<file path="config.mk">
export PLATFORM = sky130hd
export DESIGN_NAME = chop_mixdecay
export DESIGN_NICKNAME = d
export VERILOG_FILES = /design/src/rtl/chop_pkg.sv /design/src/rtl/chop_sync.sv /design/src/rtl/chop_timer.sv /design/src/rtl/chop_fsm.sv /design/src/rtl/chop_deadband.sv /design/src/rtl/chop_mixdecay.sv
export SDC_FILE = /design/constraint.sdc
export NUM_CORES = 1
export LEC_CHECK = 0
export BUFFER_PORTS_ARGS = -buffer_cell sky130_fd_sc_hd__buf_4
export CAP_MARGIN = 0
export CORE_MARGIN = 2
export CORE_UTILIZATION = 50
export CTS_CLUSTER_DIAMETER = 60
export CTS_CLUSTER_SIZE = 10
export DETAILED_ROUTE_END_ITERATION = 16
export HOLD_SLACK_MARGIN = 0.05
export PLACE_DENSITY = 0.64
export SLEW_MARGIN = 20
export SYNTH_ARGS = -nofsm -noshare
export SYNTH_HDL_FRONTEND = slang
export SYNTH_SLANG_ARGS = --single-unit
</file>
<file path="constraint.sdc">
create_clock -name clk_i -period 4.4 [get_ports clk_i]
set_input_delay 0.44 -clock clk_i [delete_from_list [all_inputs] [get_ports clk_i]]
set_output_delay 0.44 -clock clk_i [all_outputs]
set_load 0.02 [all_outputs]
</file>
<file path="src/rtl/chop_pkg.sv">
package chop_pkg;

  typedef enum logic [1:0] {
    ST_IDLE,
    ST_ON,
    ST_FAST,
    ST_SLOW
  } chop_st_e;

  // gate bits: {right low, right high, left low, left high}
  localparam logic [3:0] GATE_OFF  = 4'b0000;
  localparam logic [3:0] GATE_POS  = 4'b1001;
  localparam logic [3:0] GATE_NEG  = 4'b0110;
  localparam logic [3:0] GATE_LOWS = 4'b1010;

  function automatic int unsigned ns_to_cyc(input int unsigned ns, input int unsigned mhz);
    return (ns * mhz + 999) / 1000;
  endfunction

endpackage

</file>
<file path="src/rtl/chop_sync.sv">
module chop_sync #(
  parameter int unsigned STAGES = 2
) (
  input  logic clk_i,
  input  logic rst_ni,
  input  logic d_i,
  output logic q_o
);
  logic [STAGES-1:0] sr_q;

  always_ff @(posedge clk_i or negedge rst_ni) begin
    if (!rst_ni) sr_q <= '0;
    else         sr_q <= {sr_q[STAGES-2:0], d_i};
  end

  assign q_o = sr_q[STAGES-1];
endmodule

</file>
<file path="src/rtl/chop_timer.sv">
module chop_timer #(
  parameter int unsigned CW = 12
) (
  input  logic          clk_i,
  input  logic          rst_ni,
  input  logic          load_i,
  input  logic [CW-1:0] val_i,
  output logic          done_o
);
  logic [CW-1:0] cnt_q;

  // a loaded value N keeps done_o low for N-1 cycles
  always_ff @(posedge clk_i or negedge rst_ni) begin
    if (!rst_ni)             cnt_q <= '0;
    else if (load_i)         cnt_q <= val_i - CW'(1);
    else if (cnt_q != '0)    cnt_q <= cnt_q - CW'(1);
  end

  assign done_o = (cnt_q == '0);
endmodule

</file>
<file path="src/rtl/chop_fsm.sv">
module chop_fsm
  import chop_pkg::*;
#(
  parameter int unsigned CW          = 12,
  parameter int unsigned OFF_LONG_C  = 2800,
  parameter int unsigned OFF_MID_C   = 1520,
  parameter int unsigned OFF_SHORT_C = 810,
  parameter int unsigned ON_MIN_C    = 150
) (
  input  logic       clk_i,
  input  logic       rst_ni,
  input  logic       kill_i,
  input  logic       trip_i,
  input  logic [1:0] off_sel_i,
  input  logic [1:0] decay_sel_i,
  input  logic       sign_i,
  output logic [3:0] target_o
);
  chop_st_e      st_q, st_d;
  logic          sign_q;
  logic [CW-1:0] slow_len_q;
  logic [CW-1:0] off_c, fast_c, ld_val;
  logic          ld, t_done;

  chop_timer #(.CW(CW)) i_timer (
    .clk_i  (clk_i),
    .rst_ni (rst_ni),
    .load_i (ld),
    .val_i  (ld_val),
    .done_o (t_done)
  );

  always_comb begin
    case (off_sel_i)
      2'b00:   off_c = CW'(OFF_LONG_C);
      2'b01:   off_c = CW'(OFF_MID_C);
      default: off_c = CW'(OFF_SHORT_C);
    endcase
  end

  always_comb begin
    case (decay_sel_i)
      2'b00:   fast_c = '0;
      2'b01:   fast_c = off_c >> 2;
      2'b10:   fast_c = off_c >> 1;
      default: fast_c = off_c;
    endcase
  end

  always_comb begin
    st_d   = st_q;
    ld     = 1'b0;
    ld_val = CW'(ON_MIN_C);
    if (kill_i) begin
      st_d = ST_IDLE;
    end else begin
      case (st_q)
        ST_IDLE: begin
          st_d = ST_ON;
          ld   = 1'b1;
        end
        ST_ON: begin
          if (t_done && trip_i) begin
            ld = 1'b1;
            if (fast_c != '0) begin
              st_d   = ST_FAST;
              ld_val = fast_c;
            end else begin
              st_d   = ST_SLOW;
              ld_val = off_c;
            end
          end
        end
        ST_FAST: begin
          if (t_done) begin
            ld = 1'b1;
            if (slow_len_q != '0) begin
              st_d   = ST_SLOW;
              ld_val = slow_len_q;
            end else begin
              st_d = ST_ON;
            end
          end
        end
        ST_SLOW: begin
          if (t_done) begin
            ld   = 1'b1;
            st_d = ST_ON;
          end
        end
      endcase
    end
  end

  always_ff @(posedge clk_i or negedge rst_ni) begin
    if (!rst_ni) begin
      st_q       <= ST_IDLE;
      sign_q     <= 1'b0;
      slow_len_q <= '0;
    end else begin
      st_q <= st_d;
      if (st_q == ST_ON && (st_d == ST_FAST || st_d == ST_SLOW))
        slow_len_q <= off_c - fast_c;
      if (st_d == ST_ON && st_q != ST_ON)
        sign_q <= sign_i;
    end
  end

  always_comb begin
    case (st_q)
      ST_ON:   target_o = sign_q ? GATE_NEG : GATE_POS;
      ST_FAST: target_o = sign_q ? GATE_POS : GATE_NEG;
      ST_SLOW: target_o = GATE_LOWS;
      default: target_o = GATE_OFF;
    endcase
  end

  assert_kill_idle_R7: assert property (@(posedge clk_i) disable iff (!rst_ni)
    kill_i |=> st_q == ST_IDLE);

  assert_blank_hold_R4: assert property (@(posedge clk_i) disable iff (!rst_ni)
    (st_q == ST_ON && !kill_i && trip_i && !t_done) |=> st_q == ST_ON);

  assert_fast_needs_share_R3: assert property (@(posedge clk_i) disable iff (!rst_ni)
    $rose(st_q == ST_FAST) |-> $past(decay_sel_i) != 2'b00);

  assert_sign_at_on_R8: assert property (@(posedge clk_i) disable iff (!rst_ni)
    !$stable(sign_q) |-> (st_q == ST_ON && $past(st_q) != ST_ON));
endmodule

</file>
<file path="src/rtl/chop_deadband.sv">
module chop_deadband #(
  parameter int unsigned DEAD_C = 80,
  localparam int unsigned GW    = $clog2(DEAD_C + 1)
) (
  input  logic       clk_i,
  input  logic       rst_ni,
  input  logic       kill_i,
  input  logic [3:0] target_i,
  output logic [3:0] gate_o
);
  logic [3:0]    cur_q, tgt_q;
  logic [GW-1:0] gap_q;

  always_ff @(posedge clk_i or negedge rst_ni) begin
    if (!rst_ni) begin
      cur_q <= '0;
      tgt_q <= '0;
      gap_q <= '0;
    end else if (kill_i) begin
      cur_q <= '0;
      tgt_q <= '0;
      gap_q <= '0;
    end else begin
      tgt_q <= target_i;
      if (target_i != tgt_q) begin
        // withdraw dropped switches now, start the dead-time wait
        cur_q <= cur_q & target_i;
        gap_q <= GW'(DEAD_C);
      end else begin
        if (gap_q == GW'(1)) cur_q <= target_i;
        if (gap_q != '0)     gap_q <= gap_q - GW'(1);
      end
    end
  end

  assign gate_o = cur_q;

  assert_leg_excl_R6: assert property (@(posedge clk_i) disable iff (!rst_ni)
    !(cur_q[0] && cur_q[1]) && !(cur_q[2] && cur_q[3]));

  assert_on_not_with_off_R6: assert property (@(posedge clk_i) disable iff (!rst_ni)
    (|(cur_q & ~$past(cur_q))) |-> (($past(cur_q) & ~cur_q) == 4'b0000));
endmodule

</file>
<file path="src/rtl/chop_mixdecay.sv">
module chop_mixdecay
  import chop_pkg::*;
#(
  parameter int unsigned CLK_MHZ        = 100,
  parameter int unsigned T_OFF_LONG_NS  = 28000,
  parameter int unsigned T_OFF_MID_NS   = 15200,
  parameter int unsigned T_OFF_SHORT_NS = 8100,
  parameter int unsigned T_BLANK_NS     = 700,
  parameter int unsigned T_DEAD_NS      = 800,
  parameter int unsigned SYNC_STAGES    = 2
) (
  input  logic       clk_i,
  input  logic       rst_ni,
  input  logic       trip_i,
  input  logic [1:0] off_sel_i,
  input  logic [1:0] decay_sel_i,
  input  logic       sign_i,
  input  logic       force_off_i,
  input  logic       setpt_zero_i,
  output logic [3:0] gate_o
);
  localparam int unsigned OFF_LONG_C  = ns_to_cyc(T_OFF_LONG_NS, CLK_MHZ);
  localparam int unsigned OFF_MID_C   = ns_to_cyc(T_OFF_MID_NS, CLK_MHZ);
  localparam int unsigned OFF_SHORT_C = ns_to_cyc(T_OFF_SHORT_NS, CLK_MHZ);
  localparam int unsigned BLANK_RAW   = ns_to_cyc(T_BLANK_NS, CLK_MHZ);
  localparam int unsigned DEAD_RAW    = ns_to_cyc(T_DEAD_NS, CLK_MHZ);
  localparam int unsigned BLANK_C     = (BLANK_RAW == 0) ? 1 : BLANK_RAW;
  localparam int unsigned DEAD_C      = (DEAD_RAW == 0) ? 1 : DEAD_RAW;
  localparam int unsigned ON_MIN_C    = DEAD_C + BLANK_C;
  localparam int unsigned CW          = $clog2(OFF_LONG_C + OFF_MID_C + OFF_SHORT_C + ON_MIN_C + 1);

  logic       kill, trip_s;
  logic [3:0] target, gate_raw;

  assign kill = force_off_i | setpt_zero_i;

  chop_sync #(.STAGES(SYNC_STAGES)) i_sync (
    .clk_i  (clk_i),
    .rst_ni (rst_ni),
    .d_i    (trip_i),
    .q_o    (trip_s)
  );

  chop_fsm #(
    .CW          (CW),
    .OFF_LONG_C  (OFF_LONG_C),
    .OFF_MID_C   (OFF_MID_C),
    .OFF_SHORT_C (OFF_SHORT_C),
    .ON_MIN_C    (ON_MIN_C)
  ) i_fsm (
    .clk_i       (clk_i),
    .rst_ni      (rst_ni),
    .kill_i      (kill),
    .trip_i      (trip_s),
    .off_sel_i   (off_sel_i),
    .decay_sel_i (decay_sel_i),
    .sign_i      (sign_i),
    .target_o    (target)
  );

  chop_deadband #(.DEAD_C(DEAD_C)) i_deadband (
    .clk_i    (clk_i),
    .rst_ni   (rst_ni),
    .kill_i   (kill),
    .target_i (target),
    .gate_o   (gate_raw)
  );

  // shutdown path bypasses every register
  assign gate_o = kill ? GATE_OFF : gate_raw;

  assert_release_dark_R7: assert property (@(posedge clk_i) disable iff (!rst_ni)
    $fell(kill) |-> gate_o == GATE_OFF);
endmodule

</file>
# Word level (Yosys, flattened, before mapping)
# Index checks and enable logic that the tools add are counted.
totals:
  inputBits: 10
  output_inout_bits: 4
  reg_bits: 46
  mem_bits_ro: 0
  latch_bits: 0
  mem_bits_rw: 0
  elab_cells: 74
  mem_count: 0
classes:
  n_eq_ne: 12
  mul: 0
  div_mod_pow: 0
  reduce_logical: 16
  order_cmp: 0
  muxes: 32
  bitwise: 2
  shift: 0
  addsub: 4
op_table:
  columns: ["op", "n"]
  rows:
  - ["13-bit 2-to-1 mux", 7]
  - ["13-bit case mux with 3 select lines", 1]
  - ["13-bit nonzero test", 3]
  - ["4-bit 2-to-1 mux", 7]
  - ["13-bit case mux with 2 select lines", 1]
  - ["13-bit by 1-bit subtractor with 13-bit output, second input constant", 2]
  - ["12-bit case mux with 2 select lines", 1]
  - ["7-bit 2-to-1 mux", 3]
  - ["13-bit logical NOT", 1]
  - ["13-bit subtractor", 1]
  - ["4-bit case mux with 3 select lines", 1]
  - ["2-bit equality test, second input constant", 5]
  - ["2-bit 2-to-1 mux", 5]
  - ["2-bit by 1-bit equality test with 1-bit output, second input constant", 4]
  - ["2-bit case mux with 4 select lines", 1]
  - ["7-bit by 1-bit equality test with 1-bit output, second input constant", 1]
  - ["7-bit nonzero test", 1]
  - ["7-bit by 1-bit subtractor with 7-bit output, second input constant", 1]
  - ["2-bit logical NOT", 3]
  - ["3-bit nonzero test", 2]
  - ["4-bit bitwise AND", 1]
  - ["1-bit 2-to-1 mux", 4]
  - ["4-bit inequality test", 1]
  - ["1-bit logical AND", 3]
  - ["6 further kinds", 6]

# Longest topological paths before layout
# Gate-level depths: netlist of run 1.
depth:
  word_depth: 11
  depth_mapped: 14
  depth_no_buf: 12

# By module
# A second synthesis of run 1 with hierarchy kept.
hier_totals:
  hier_cells: 399
  hier_area_um2: 3668.5
modules_own_cells:
  columns: ["module", "cells_each", "seq_area_each_um2", "instances", "area_per_inst_um2"]
  rows:
  - ["chop_fsm", 215, 400.4, 1, 1810.5]
  - ["chop_timer", 101, 325.3, 1, 983.4]
  - ["chop_deadband", 76, 375.4, 1, 788.3]
  - ["chop_sync", 2, 50.0, 1, 50.0]
  - ["chop_mixdecay", 5, 0.0, 1, 36.3]

# Worst setup path before layout of run 1
# OpenSTA, ideal clock, no wires.
synth_path:
  kind: "input -> register"
  start: "in off_sel_i[1]"
  end: "reg i_fsm.slow_len_q[10]"
  setup_ps: 134
  arrival_ps: 2687
  n_path_buf: 2
  setup_slack_ps: 1579
  t_required_ps: 4266
  stages: 12
  path_cell_list: "clkbuf_1 > buf_1 > nor2_1 > xnor2_1 > ha_1 > a221o_1 > a21o_1 > a21o_1 > a21o_1 > a211oi_1 > xor2_1 > o21ai_0"
synth_between:
  elab_chain_cells: 11
  elab_cells_between_ends: 14
  cone_classes: "add/sub (1); eq/ne (3); mux (6); reduce/logical (4)"
synth_lines:
  columns: ["element", "line_no", "text"]
  rows:
  - ["start, declared", "chop_mixdecay.sv:15", "input logic [1:0] off_sel_i,"]
  - ["2-bit by 1-bit equality test with 1-bit output / 2-bit logical NOT (equally long branches)", "chop_fsm.sv:34", "case (off_sel_i)"]
  - ["12-bit case mux with 2 select lines *", "chop_fsm.sv:34", null]
  - ["13-bit case mux with 3 select lines", "chop_fsm.sv:42", "case (decay_sel_i)"]
  - ["13-bit nonzero test", "chop_fsm.sv:65", "if (fast_c != '0) begin"]
  - ["1-bit 2-to-1 mux", "chop_fsm.sv:65", null]
  - ["2-bit 2-to-1 mux", "chop_fsm.sv:63", "if (t_done && trip_i) begin"]
  - ["2-bit case mux with 4 select lines", "chop_fsm.sv:57", "case (st_q)"]
  - ["2-bit 2-to-1 mux", "chop_fsm.sv:54", "if (kill_i) begin"]
  - ["2-bit equality test", "chop_fsm.sv:102", "if (st_q == ST_ON && (st_d == ST_FAST || st_d == ST_SLOW))"]
  - ["1-bit logical OR", "chop_fsm.sv:102", null]
  - ["1-bit logical AND", "chop_fsm.sv:102", null]
  - ["end signal, assigned", "chop_fsm.sv:103", "slow_len_q <= off_c - fast_c;"]
  - ["end, declared", "chop_fsm.sv:21", "logic [CW-1:0] slow_len_q;"]
# Every way passes the cells marked *; elsewhere a longest branch is shown, timed or not.
# A chain may end at the register's enable or synchronous reset.

# Worst setup path after layout of run 1
layout_path:
  start: "reg i_fsm.st_q[0]"
  end: "reg i_fsm.i_timer.cnt_q[11]"
layout_between:
  elab_chain_cells: 5
  elab_cells_between_ends: 12
  cone_classes: "add/sub (1); eq/ne (3); mux (5); reduce/logical (3)"
layout_lines:
  columns: ["element", "line_no", "text"]
  rows:
  - ["start, declared", "chop_fsm.sv:19", "chop_st_e st_q, st_d;"]
  - ["start signal, assigned", "chop_fsm.sv:101", "st_q <= st_d;"]
  - ["2-bit equality test / 2-bit by 1-bit equality test with 1-bit output (equally long branches)", "chop_fsm.sv:57", null]
  - ["13-bit case mux with 2 select lines / 2-bit OR reduction (equally long branches)", null, null]
  - ["13-bit 2-to-1 mux / 1-bit case mux with 3 select lines (equally long branches)", "chop_fsm.sv:54, chop_fsm.sv:57", null]
  - ["13-bit by 1-bit subtractor with 13-bit output / 1-bit 2-to-1 mux (equally long branches)", "chop_timer.sv:15, chop_fsm.sv:54", null]
  - ["13-bit 2-to-1 mux / 2-bit nonzero test (equally long branches)", null, null]
  - ["end signal, assigned", "chop_timer.sv:15", "else if (load_i) cnt_q <= val_i - CW'(1);"]
  - ["end signal, assigned", "chop_timer.sv:16", "else if (cnt_q != '0) cnt_q <= cnt_q - CW'(1);"]
  - ["end, declared", "chop_timer.sv:10", "logic [CW-1:0] cnt_q;"]
# Several ways; a longest one is shown, not always the timed one.

==> run_results.csv, run 1 <==
group,metric,value,unit
sta,slew_headroom,48.5,%
worst_setup_path,cp_slowest_stage_delay,0.58,ns
clock_network,numCtsBuffers,5,
finish,drive_gt1_share,9.02,%
clock_network,root_buffer,"clkbuf_8",
placed_design,gp_congestion,0.905,
finish,antenna_cells,0,
sta,finalCritPeriodShare,84.5,%
worst_setup_path,critical_path.cell_chain,"inv_1 > ha_1 > nor2_1 > a31o_2 > a21oi_1 > o21ai_0 > o21ai_0 > and3b_1 > or4b_1 > a21oi_1",
synthesis,yosys.cell_count.top_type,"nor2_1",
worst_setup_path,end_kind,"register",
routing,drc,0,
run_status,status,"complete, no violations",
finish,area_growth,6.66,%
worst_setup_path,crit_slowest_cell,"ha_1",
worst_setup_path,startpoint_type,"register",
worst_setup_path,rr_endpoint,"i_fsm.i_timer.cnt_q[11]",
routing,totalWireLength,7720,um
clock_network,clk_latency,0.30,ns
synthesis,ys_ff_latch,46,
global_routing,grt_overflow_total,0,
clock_network,cts_buffer_depth,2,
sta,hold_viol_final,0,
finish,finalNonFillerCells,487,
clock_network,ctsHoldBuffers,0,
global_routing,grt_usage,22.3,%
floorplanning,die_height,86.2,um
sta,final_max_slew_viol_count,0,
clock_network,cts_htree_levels,2,
sta,fin_tns_setup,0,ns
synthesis,yosysSeqAreaShare,34.0,%
synthesis,synthTopCellsByCount,"nor2_1 (50), dfrtp_1 (46), nand2_1 (46)",
sta,max_freq,269,MHz
synthesis,syn_avg_cell_area,8.27,um2
synthesis,synthArstFlopShare,100,%
routing,vias_per_cell,5.89,
synthesis,synth_edf_count,0,
sta,worst_pin_slew,0.762,ns
sta,rsz0062_at_grt,"no",
routing,drt-pass1-iter-count,4,
worst_setup_path,cp.arrival,3.95,ns
placed_design,portBuffers,13,
synthesis,syn_area,3380,um2
routing,drt_iter0_markers,221,
synthesis,synth_nets,435,
floorplanning,num_rows,29,
worst_setup_path,worstPathRequired,4.63,ns
sta,setup_viol,0,
flow_run,max_cap_violations,0,
floorplanning,io_pins,14,
placed_design,place_inst,479,
power,vdd_drop_max,150,uV
clock_network,cts.sink_count,46,
worst_setup_path,cp_max_fo,19,
worst_setup_path,criticalPathCategory,"reg2reg",
floorplanning,die_w,86.2,um
clock_network,postCtsSetupRepairBufs,0,
power,power.total,0.00123,W
clock_network,ctsResizeCount,0,
synthesis,ys.flop_type,"dfrtp_1",
synthesis,syn_inst,409,
global_routing,grt_pass1_vias,2701,
finish,final_nets,435,
worst_setup_path,rrSetupSlack,0.68,ns
synthesis,synth.distinct_cells,63,
floorplanning,initial_utilization,52.4,%
worst_setup_path,reg2regPathDepth,10,
placed_design,place_hpwl,5790,um
power,p_per_area,341,nW/um2
routing,wl_per_cell,15.9,um
synthesis,synth.area.top_cells,"dfrtp_1 (34%), ha_1 (5.5%), nor2_1 (5.5%), nand2_1 (5.1%), a21oi_1 (4.7%)",
clock_network,clkSlewWorstSetupHoldPaths,0.09,ns
floorplanning,core,6460,um2
clock_network,tritoncts,"built",
synthesis,synth_warnings,0,
power,p_leak,1.59,nW
synthesis,synth_top_area_share,34.0,%
global_routing,grt_max_degree,47,
min_path,hold_class,"in2async",
routing,vias,2867,
routing,drtAntennaViolNets,0,
global_routing,grt_pass1_wl,13400,um
synthesis,synth_largest_area_cell,"dfrtp_1",
global_routing,antenna_found_initial,0,
floorplanning,dieArea,7440,um2
sta,post-route-min-period,3.72,ns
sta,fin_worst_skew,0.00934,ns
worst_setup_path,r2r_start,"i_fsm.st_q[0]",
cell usage in the layout, fill, tap and decap left out, drive strengths merged, types with 5 or more instances in the layout:
cell type	Yosys	layout
nor2b	5	5
a211oi	5	5
buf	7	15
a21oi	32	32
clkbuf	15	7
nor2	50	50
and2	6	6
o21ai	30	30
and3	7	7
a31oi	5	5
xnor2	8	8
a21o	11	11
nor3	13	13
dfrtp	46	46
nand2	46	46
mux2i	6	6
inv	16	16
xor2	9	9
nand3	13	13
ha	15	15
nor4	9	9
critical path: cells and delay by family (launching register included):
kind | cells | cell delay [ns]
buffers and inverters | 1 | 0.17
AO/OA/AOI/OAI | 5 | 1.50
flip-flops | 1 | 0.48
adder cells (fa/ha/maj) | 1 | 0.58
AND/OR/NAND/NOR | 3 | 0.91
layout make-up:
class	instances	area (um2)
fill	610	2850
timing repair buffer	15	113
clock buffer	7	76.3
clock inverter	1	30.0
tap	77	96.3
sequential	46	1150
inverter	16	60.1
multi-input combinational	325	2080
per-stage QoR:
step / setup slack (ns) / utilization, % / instance area [um2] / hold slack, ns
2_1_floorplan: 1.58 / - / 3380 / 0.144
3_3_place_gp: 0.897 / 54.2 / 3500 / 0.336
3_5_place_dp: 0.754 / 54.2 / 3500 / 0.340
4_1_cts: 0.732 / 55.9 / 3610 / 0.160
5_1_grt: 0.368 / 55.9 / 3610 / 0.181
6_report: 0.681 / 55.9 / 3610 / 0.133
cells by family after synthesis:
family                   Yosys count  share of synthesized area (%)
XOR/XNOR                          17                           4.40
adder cells (fa/ha/maj)           16                           6.14
buffers and inverters             38                           4.44
multiplexers                       8                           2.44
AND/OR/NAND/NOR                  173                           27.0
flip-flops                        46                           34.0
AO/OA/AOI/OAI                    111                           21.6
metal layers:
metal  vias up  GRT usage, %  part of all wire (%)  wire (um)
met3         7          2.86                   3.8        290
met1      1340          34.4                    51       3970
met4         0          4.26                  0.97         75
li1       1465             -                     -          -
met5         -             0                     0          0
met2        55          33.8                    44       3380
power breakdown:
part	switching, W	internal, W
clock	0.000144	0.000170
combinational	0.000221	0.000164
sequential	0.0000601	0.000471
worst max-delay path by stage:
stage                       start                       to
floorplan            off_sel_i[1]     i_fsm.slow_len_q[10]
global placement    i_fsm.st_q[0]  i_fsm.i_timer.cnt_q[11]
detailed placement  i_fsm.st_q[1]  i_fsm.i_timer.cnt_q[11]
CTS                 i_fsm.st_q[0]  i_fsm.i_timer.cnt_q[11]
global route        i_fsm.st_q[0]  i_fsm.i_timer.cnt_q[11]
finish              i_fsm.st_q[0]  i_fsm.i_timer.cnt_q[11]
flip-flops by register name, indices dropped and copies added, names as in the netlist:
| register | flops |
|---|---|
| i_sync.sr_q | 2 |
| i_fsm.i_timer.cnt_q | 13 |
| i_deadband.gate_o | 4 |
| i_fsm.st_q | 2 |
| i_fsm.slow_len_q | 13 |
| i_deadband.gap_q | 7 |
| i_fsm.sign_q | 1 |
| i_deadband.tgt_q | 4 |
Power figures use the tool's default switching activity.
==> run 2: changes to the inputs <==
Settings changed: PLACE_DENSITY 0.64 to 0.66.
Clock period 4.4 ns to 3.15 ns, I/O delays scaled along.
==> run_results.csv, run 2 (synthesis gave the netlist of run 1 again) <==
group,metric,value,unit
global_routing,grt_pass1_wl,13400,um
finish,fill_cells,597,
global_routing,grt_overflow_total,0,
sta,post-route-min-period,2.83,ns
clock_network,numCtsBuffers,5,
clock_network,clk_latency,0.31,ns
global_routing,grt_usage,22.5,%
worst_setup_path,critPathTopFamily,"simple AND/OR/NAND/NOR gates",
global_routing,grt_pass1_vias,2735,
clock_network,postCtsSetupRepairBufs,0,
routing,vias_per_cell,5.98,
finish,final_cell_mix,"nor2_1 (50), nand2_1 (46), dfrtp_1 (45), a21oi_1 (32), o21ai_0 (29)",
finish,final_nets,444,
floorplanning,core,6460,um2
placed_design,place_hpwl,5890,um
sta,setup_viol,0,
finish,antenna_cells,0,
sta,final_max_slew_viol_count,0,
placed_design,post-place-ws,0.245,ns
worst_setup_path,cp.arrival,3.08,ns
sta,slew_headroom,61.8,%
worst_setup_path,worstPathRequired,3.40,ns
power,vdd_drop_max,242,uV
power,p_per_area,458,nW/um2
finish,largestRegisters,"i_fsm.i_timer.cnt_q x13, i_fsm.slow_len_q x13, i_deadband.gap_q x7",
finish,layout_commonest_cell,"nor2_1",
clock_network,cts_buffer_depth,2,
sta,max_freq,353,MHz
sta,worst_slack,0.319,ns
routing,drtAntennaViolNets,0,
routing,drt-pass1-iter-count,5,
clock_network,clkSlewWorstSetupHoldPaths,0.10,ns
clock_network,root_buffer,"clkbuf_8",
floorplanning,num_rows,29,
worst_setup_path,end_kind,"register",
worst_setup_path,cp_max_fo,12,
floorplanning,initial_utilization,52.4,%
finish,area_growth,8.62,%
floorplanning,io_pins,14,
run_status,status,"complete, no violations",
placed_design,portBuffers,13,
worst_setup_path,crit_top_cell,"a21oi_1",
worst_setup_path,crit_buf_inv,2,
sta,fin_tns_setup,0,ns
placed_design,gp_congestion,0.913,
routing,totalWireLength,7830,um
finish,drive_gt1_share,11.7,%
finish,final_area,3670,um2
worst_setup_path,crit_slowest_cell,"dfrtp_2",
global_routing,antenna_found_initial,0,
worst_setup_path,criticalPathCategory,"reg2reg",
routing,vias,2967,
worst_setup_path,startpoint_type,"register",
global_routing,grt_max_degree,47,
placed_design,placed_area,3560,um2
flow_run,max_cap_violations,0,
floorplanning,dieArea,7440,um2
clock_network,cts.sink_count,46,
sta,rsz0062_at_grt,"no",
worst_setup_path,critical_path.cell_chain,"inv_1 > ha_1 > nor2_1 > a31oi_2 > nand2_1 > buf_4 > a21oi_1 > a21oi_1 > and3b_1 > or4b_1 > a21oi_1",
routing,wl_per_cell,15.8,um
sta,worst_pin_slew,0.573,ns
sta,fin_worst_skew,0.0106,ns
power,p_leak,1.63,nW
clock_network,tritoncts,"built",
floorplanning,die_w,86.2,um
worst_setup_path,cp_slowest_stage_delay,0.45,ns
routing,drc,0,
min_path,hold_class,"in2reg",
sta,finalCritPeriodShare,89.9,%
sta,hold_viol_final,0,
clock_network,cts_htree_levels,2,
floorplanning,die_height,86.2,um
routing,drt_iter0_markers,212,
## run 2: cell type report
cell class                      instances  area [um2]  share of cell area [%]
Clock buffer                            5        68.8                    1.87
Clock inverter                          3        26.3                   0.715
Timing Repair Buffer                   24         183                    4.97
Multi-Input combinational cell        325        2090                    56.8
Tap cell                               77        96.3                    2.62
Inverter                               16        60.1                    1.63
Sequential cell                        46        1150                    31.4
## run 2: report_power, final
part	switching (W)	total (W)	internal, W
sequential	0.0000779	0.000736	0.000658
combinational	0.000310	0.000550	0.000240
clock	0.000232	0.000397	0.000165
## run 2: routing by layer
layer  part of all wire (%)  vias to the layer above  track usage, %
met5                      0                        -               0
met4                   0.73                        0            4.69
met3                    3.7                        6            3.52
met2                     45                       63            34.3
met1                     51                     1407            34.1
li1                       -                     1491               -
## run 2: final timing paths
kind | startpoint | to | slack [ns] | depth (start not counted)
setup / recovery | i_fsm.st_q[0] | i_fsm.i_timer.cnt_q[11] | 0.32 | 11
hold / removal | trip_i | i_sync.sr_q[0] | 0.10 | 1
setup reg to reg | i_fsm.st_q[0] | i_fsm.i_timer.cnt_q[11] | 0.32 | 11
hold reg to reg | i_sync.sr_q[0] | i_sync.sr_q[1] | 0.37 | 0
max in group asynchronous | rst_ni | i_fsm.st_q[0] | 2.19 | 2
min in group asynchronous | rst_ni | i_fsm.i_timer.cnt_q[12] | 0.53 | 2
## run 2: metrics by stage
| stage | utilization [%] | std cells | hold WS, ns | total power (W) |
|---|---|---|---|---|
| final | 56.9 | 496 | 0.105 | 0.00168 |
| after global routing | 56.9 | 496 | 0.0822 | 0.00181 |
| after CTS | 56.8 | 496 | 0.0972 | 0.00169 |
| after detailed placement | 55.1 | 487 | 0.351 | 0.00129 |
| after global placement | 55.1 | 487 | 0.333 | 0.00128 |
| after floorplan | - | 409 | 0.0194 | 0.00116 |
## run 2: what timing repair did
action,CTS,global route
setup endpoints to repair,0,1
hold endpoints to repair,46,0
hold buffers,1,0
gates resized for setup,0,3
==> run 3: changes to the inputs <==
Settings changed: ABC_AREA set to 1, CTS_CLUSTER_SIZE 10 to 12, PLACE_DENSITY 0.66 to 0.69.
==> run_results.csv, run 3 <==
group,metric,value,unit
run_status,status,"complete, no violations",
worst_setup_path,crit_slowest_cell,"dfrtp_1",
sta,final_max_slew_viol_count,0,
finish,layout_commonest_cell,"nand2_1",
sta,setup_viol,0,
sta,hold_viol_final,0,
sta,rsz0062_at_grt,"no",
clock_network,postCtsSetupRepairBufs,0,
synthesis,synth_top_area_share,33.0,%
worst_setup_path,critical_path.cell_chain,"inv_1 > ha_1 > or2_2 > nand3_1 > nand2_1 > inv_1 > nand2_4 > nand2_4 > nand2_1 > nand2_1 > ha_1 > nand3_2 > nor2_2 > xor2_1 > nor2_1",
floorplanning,initial_utilization,51.6,%
synthesis,ys_ff_latch,46,
global_routing,grt_usage,22.0,%
finish,area_growth,9.04,%
clock_network,cts_buffer_depth,2,
sta,worst_pin_slew,0.593,ns
synthesis,ys.flop_type,"dfrtp_1",
synthesis,yosys.cell_count.top_type,"nand2_1",
synthesis,synthArstFlopShare,100,%
sta,fin_tns_setup,0,ns
sta,fin_worst_skew,0.00478,ns
routing,vias,3077,
finish,antenna_cells,0,
worst_setup_path,cp_slowest_stage_delay,0.43,ns
synthesis,synth_nets,526,
placed_design,portBuffers,13,
sta,slew_headroom,60.5,%
clock_network,clkSlewWorstSetupHoldPaths,0.09,ns
worst_setup_path,worstPathRequired,3.34,ns
routing,wl_per_cell,12.9,um
sta,finalCritPeriodShare,82.2,%
floorplanning,dieArea,7660,um2
clock_network,tritoncts,"built",
sta,worst_slack,0.561,ns
synthesis,synth.area.top_cells,"dfrtp_1 (33%), nand2_1 (13%), nor2_1 (7.1%), inv_1 (6.8%), ha_1 (5.4%)",
synthesis,yosysSeqAreaShare,33.0,%
finish,final_nets,538,
synthesis,syn_avg_cell_area,6.97,um2
power,power.total,0.00191,W
worst_setup_path,rrSetupSlack,0.56,ns
power,vdd_drop_max,263,uV
worst_setup_path,crit_top_cell,"nand2_1",
floorplanning,num_rows,30,
clock_network,numCtsBuffers,5,
placed_design,post-place-ws,0.591,ns
placed_design,place_hpwl,5980,um
worst_setup_path,cp.arrival,2.78,ns
synthesis,synth_largest_area_cell,"dfrtp_1",
min_path,hold_class,"in2reg",
global_routing,grt_pass1_vias,2856,
finish,final_core_util,56.3,%
routing,vias_per_cell,5.19,
global_routing,grt_pass1_wl,13400,um
floorplanning,die_w,87.5,um
flow_run,max_cap_violations,0,
worst_setup_path,end_kind,"register",
routing,drt-pass1-iter-count,5,
floorplanning,core,6760,um2
clock_network,cts.sink_count,46,
finish,drive_gt1_share,12.9,%
synthesis,synth_edf_count,0,
synthesis,synthTopCellsByCount,"nand2_1 (123), nor2_1 (66), inv_1 (63)",
worst_setup_path,criticalPathCategory,"reg2reg",
power,p_leak,2.02,nW
global_routing,grt_max_degree,47,
global_routing,antenna_found_initial,0,
worst_setup_path,startpoint_type,"register",
synthesis,synth.distinct_cells,43,
finish,largestRegisters,"i_fsm.i_timer.cnt_q x13, i_fsm.slow_len_q x13, i_deadband.gap_q x7",
synthesis,syn_area,3490,um2
routing,drtAntennaViolNets,0,
global_routing,grt_overflow_total,0,
floorplanning,io_pins,14,
placed_design,gp_congestion,0.891,
sta,max_freq,386,MHz
floorplanning,die_height,87.5,um
worst_setup_path,cp_max_fo,13,
clock_network,cts_htree_levels,2,
sta,post-route-min-period,2.59,ns
routing,drt_iter0_markers,211,
power,p_per_area,503,nW/um2
routing,totalWireLength,7660,um
clock_network,root_buffer,"clkbuf_8",
clock_network,clk_latency,0.30,ns
routing,drc,0,
synthesis,synth_warnings,0,
synthesis,syn_inst,500,
finish,final_cell_mix,"nand2_1 (123), nor2_1 (66), inv_1 (63), dfrtp_1 (46), nand3_1 (37)",
## run 3: path summary, 6_finish.rpt
kind / startpoint / end / depth (start not counted)
worst min-delay path: trip_i / i_sync.sr_q[0] / 1
worst min register to register: i_sync.sr_q[0] / i_sync.sr_q[1] / 0
min in group asynchronous: rst_ni / i_deadband.gate_o[1] / 2
worst max register to register: i_fsm.st_q[0] / i_fsm.i_timer.cnt_q[6] / 15
worst max-delay path: i_fsm.st_q[0] / i_fsm.i_timer.cnt_q[6] / 15
max in group asynchronous: rst_ni / i_fsm.i_timer.cnt_q[5] / 2
## run 3: cells by family after synthesis
family,after synthesis,share of synthesized area [%]
AND/OR/NAND/NOR,265,35.5
multiplexers,1,0.323
buffers and inverters,84,9.47
flip-flops,46,33.0
AO/OA/AOI/OAI,70,11.2
XOR/XNOR,18,4.52
adder cells (fa/ha/maj),16,5.96
## run 3: what timing repair did
action                    4_1_cts  5_1_grt
hold buffers                    1        0
hold endpoints to repair       46        0
gates resized for setup         0        0
## run 3: critical path: cells and delay by family, from the launching register on
kind / cells / cell delay (ns)
xor+xnor: 1 / 0.16
fa+ha+maj: 2 / 0.44
buf+inv: 2 / 0.21
flops: 1 / 0.43
simple gates: 10 / 1.24
## run 3: where the power goes
part           total (W)  switching, W  internal, W
Combinational   0.000662      0.000425     0.000238
Sequential      0.000711     0.0000485     0.000662
Clock           0.000540      0.000201     0.000338
Total            0.00191      0.000675      0.00124
## run 3: stage by stage
step                area [um2]  hold slack, ns  cells
finish                    3800           0.117    593
detailed placement        3650           0.343    584
global route              3800           0.106    593
CTS                       3800           0.110    593
global placement          3650           0.341    584
floorplan                 3490          0.0194    500
## run 3: metal layers
metal  vias to the layer above  wire length (um)  track usage [%]
li1                       1602                 -                -
met1                      1376              3630             30.7
met2                        87              3600             35.5
met3                        12               291             2.94
met4                         0               146             7.13
met5                         -                 0                0
## run 3: layout make-up
type / instances / area, um2
Clock buffer: 6 / 82.6
Clock inverter: 2 / 60.1
Fill cell: 643 / 2950
Inverter: 72 / 273
Multi-Input combinational cell: 370 / 2010
Sequential cell: 46 / 1150
Tap cell: 80 / 100
Timing Repair Buffer: 17 / 130
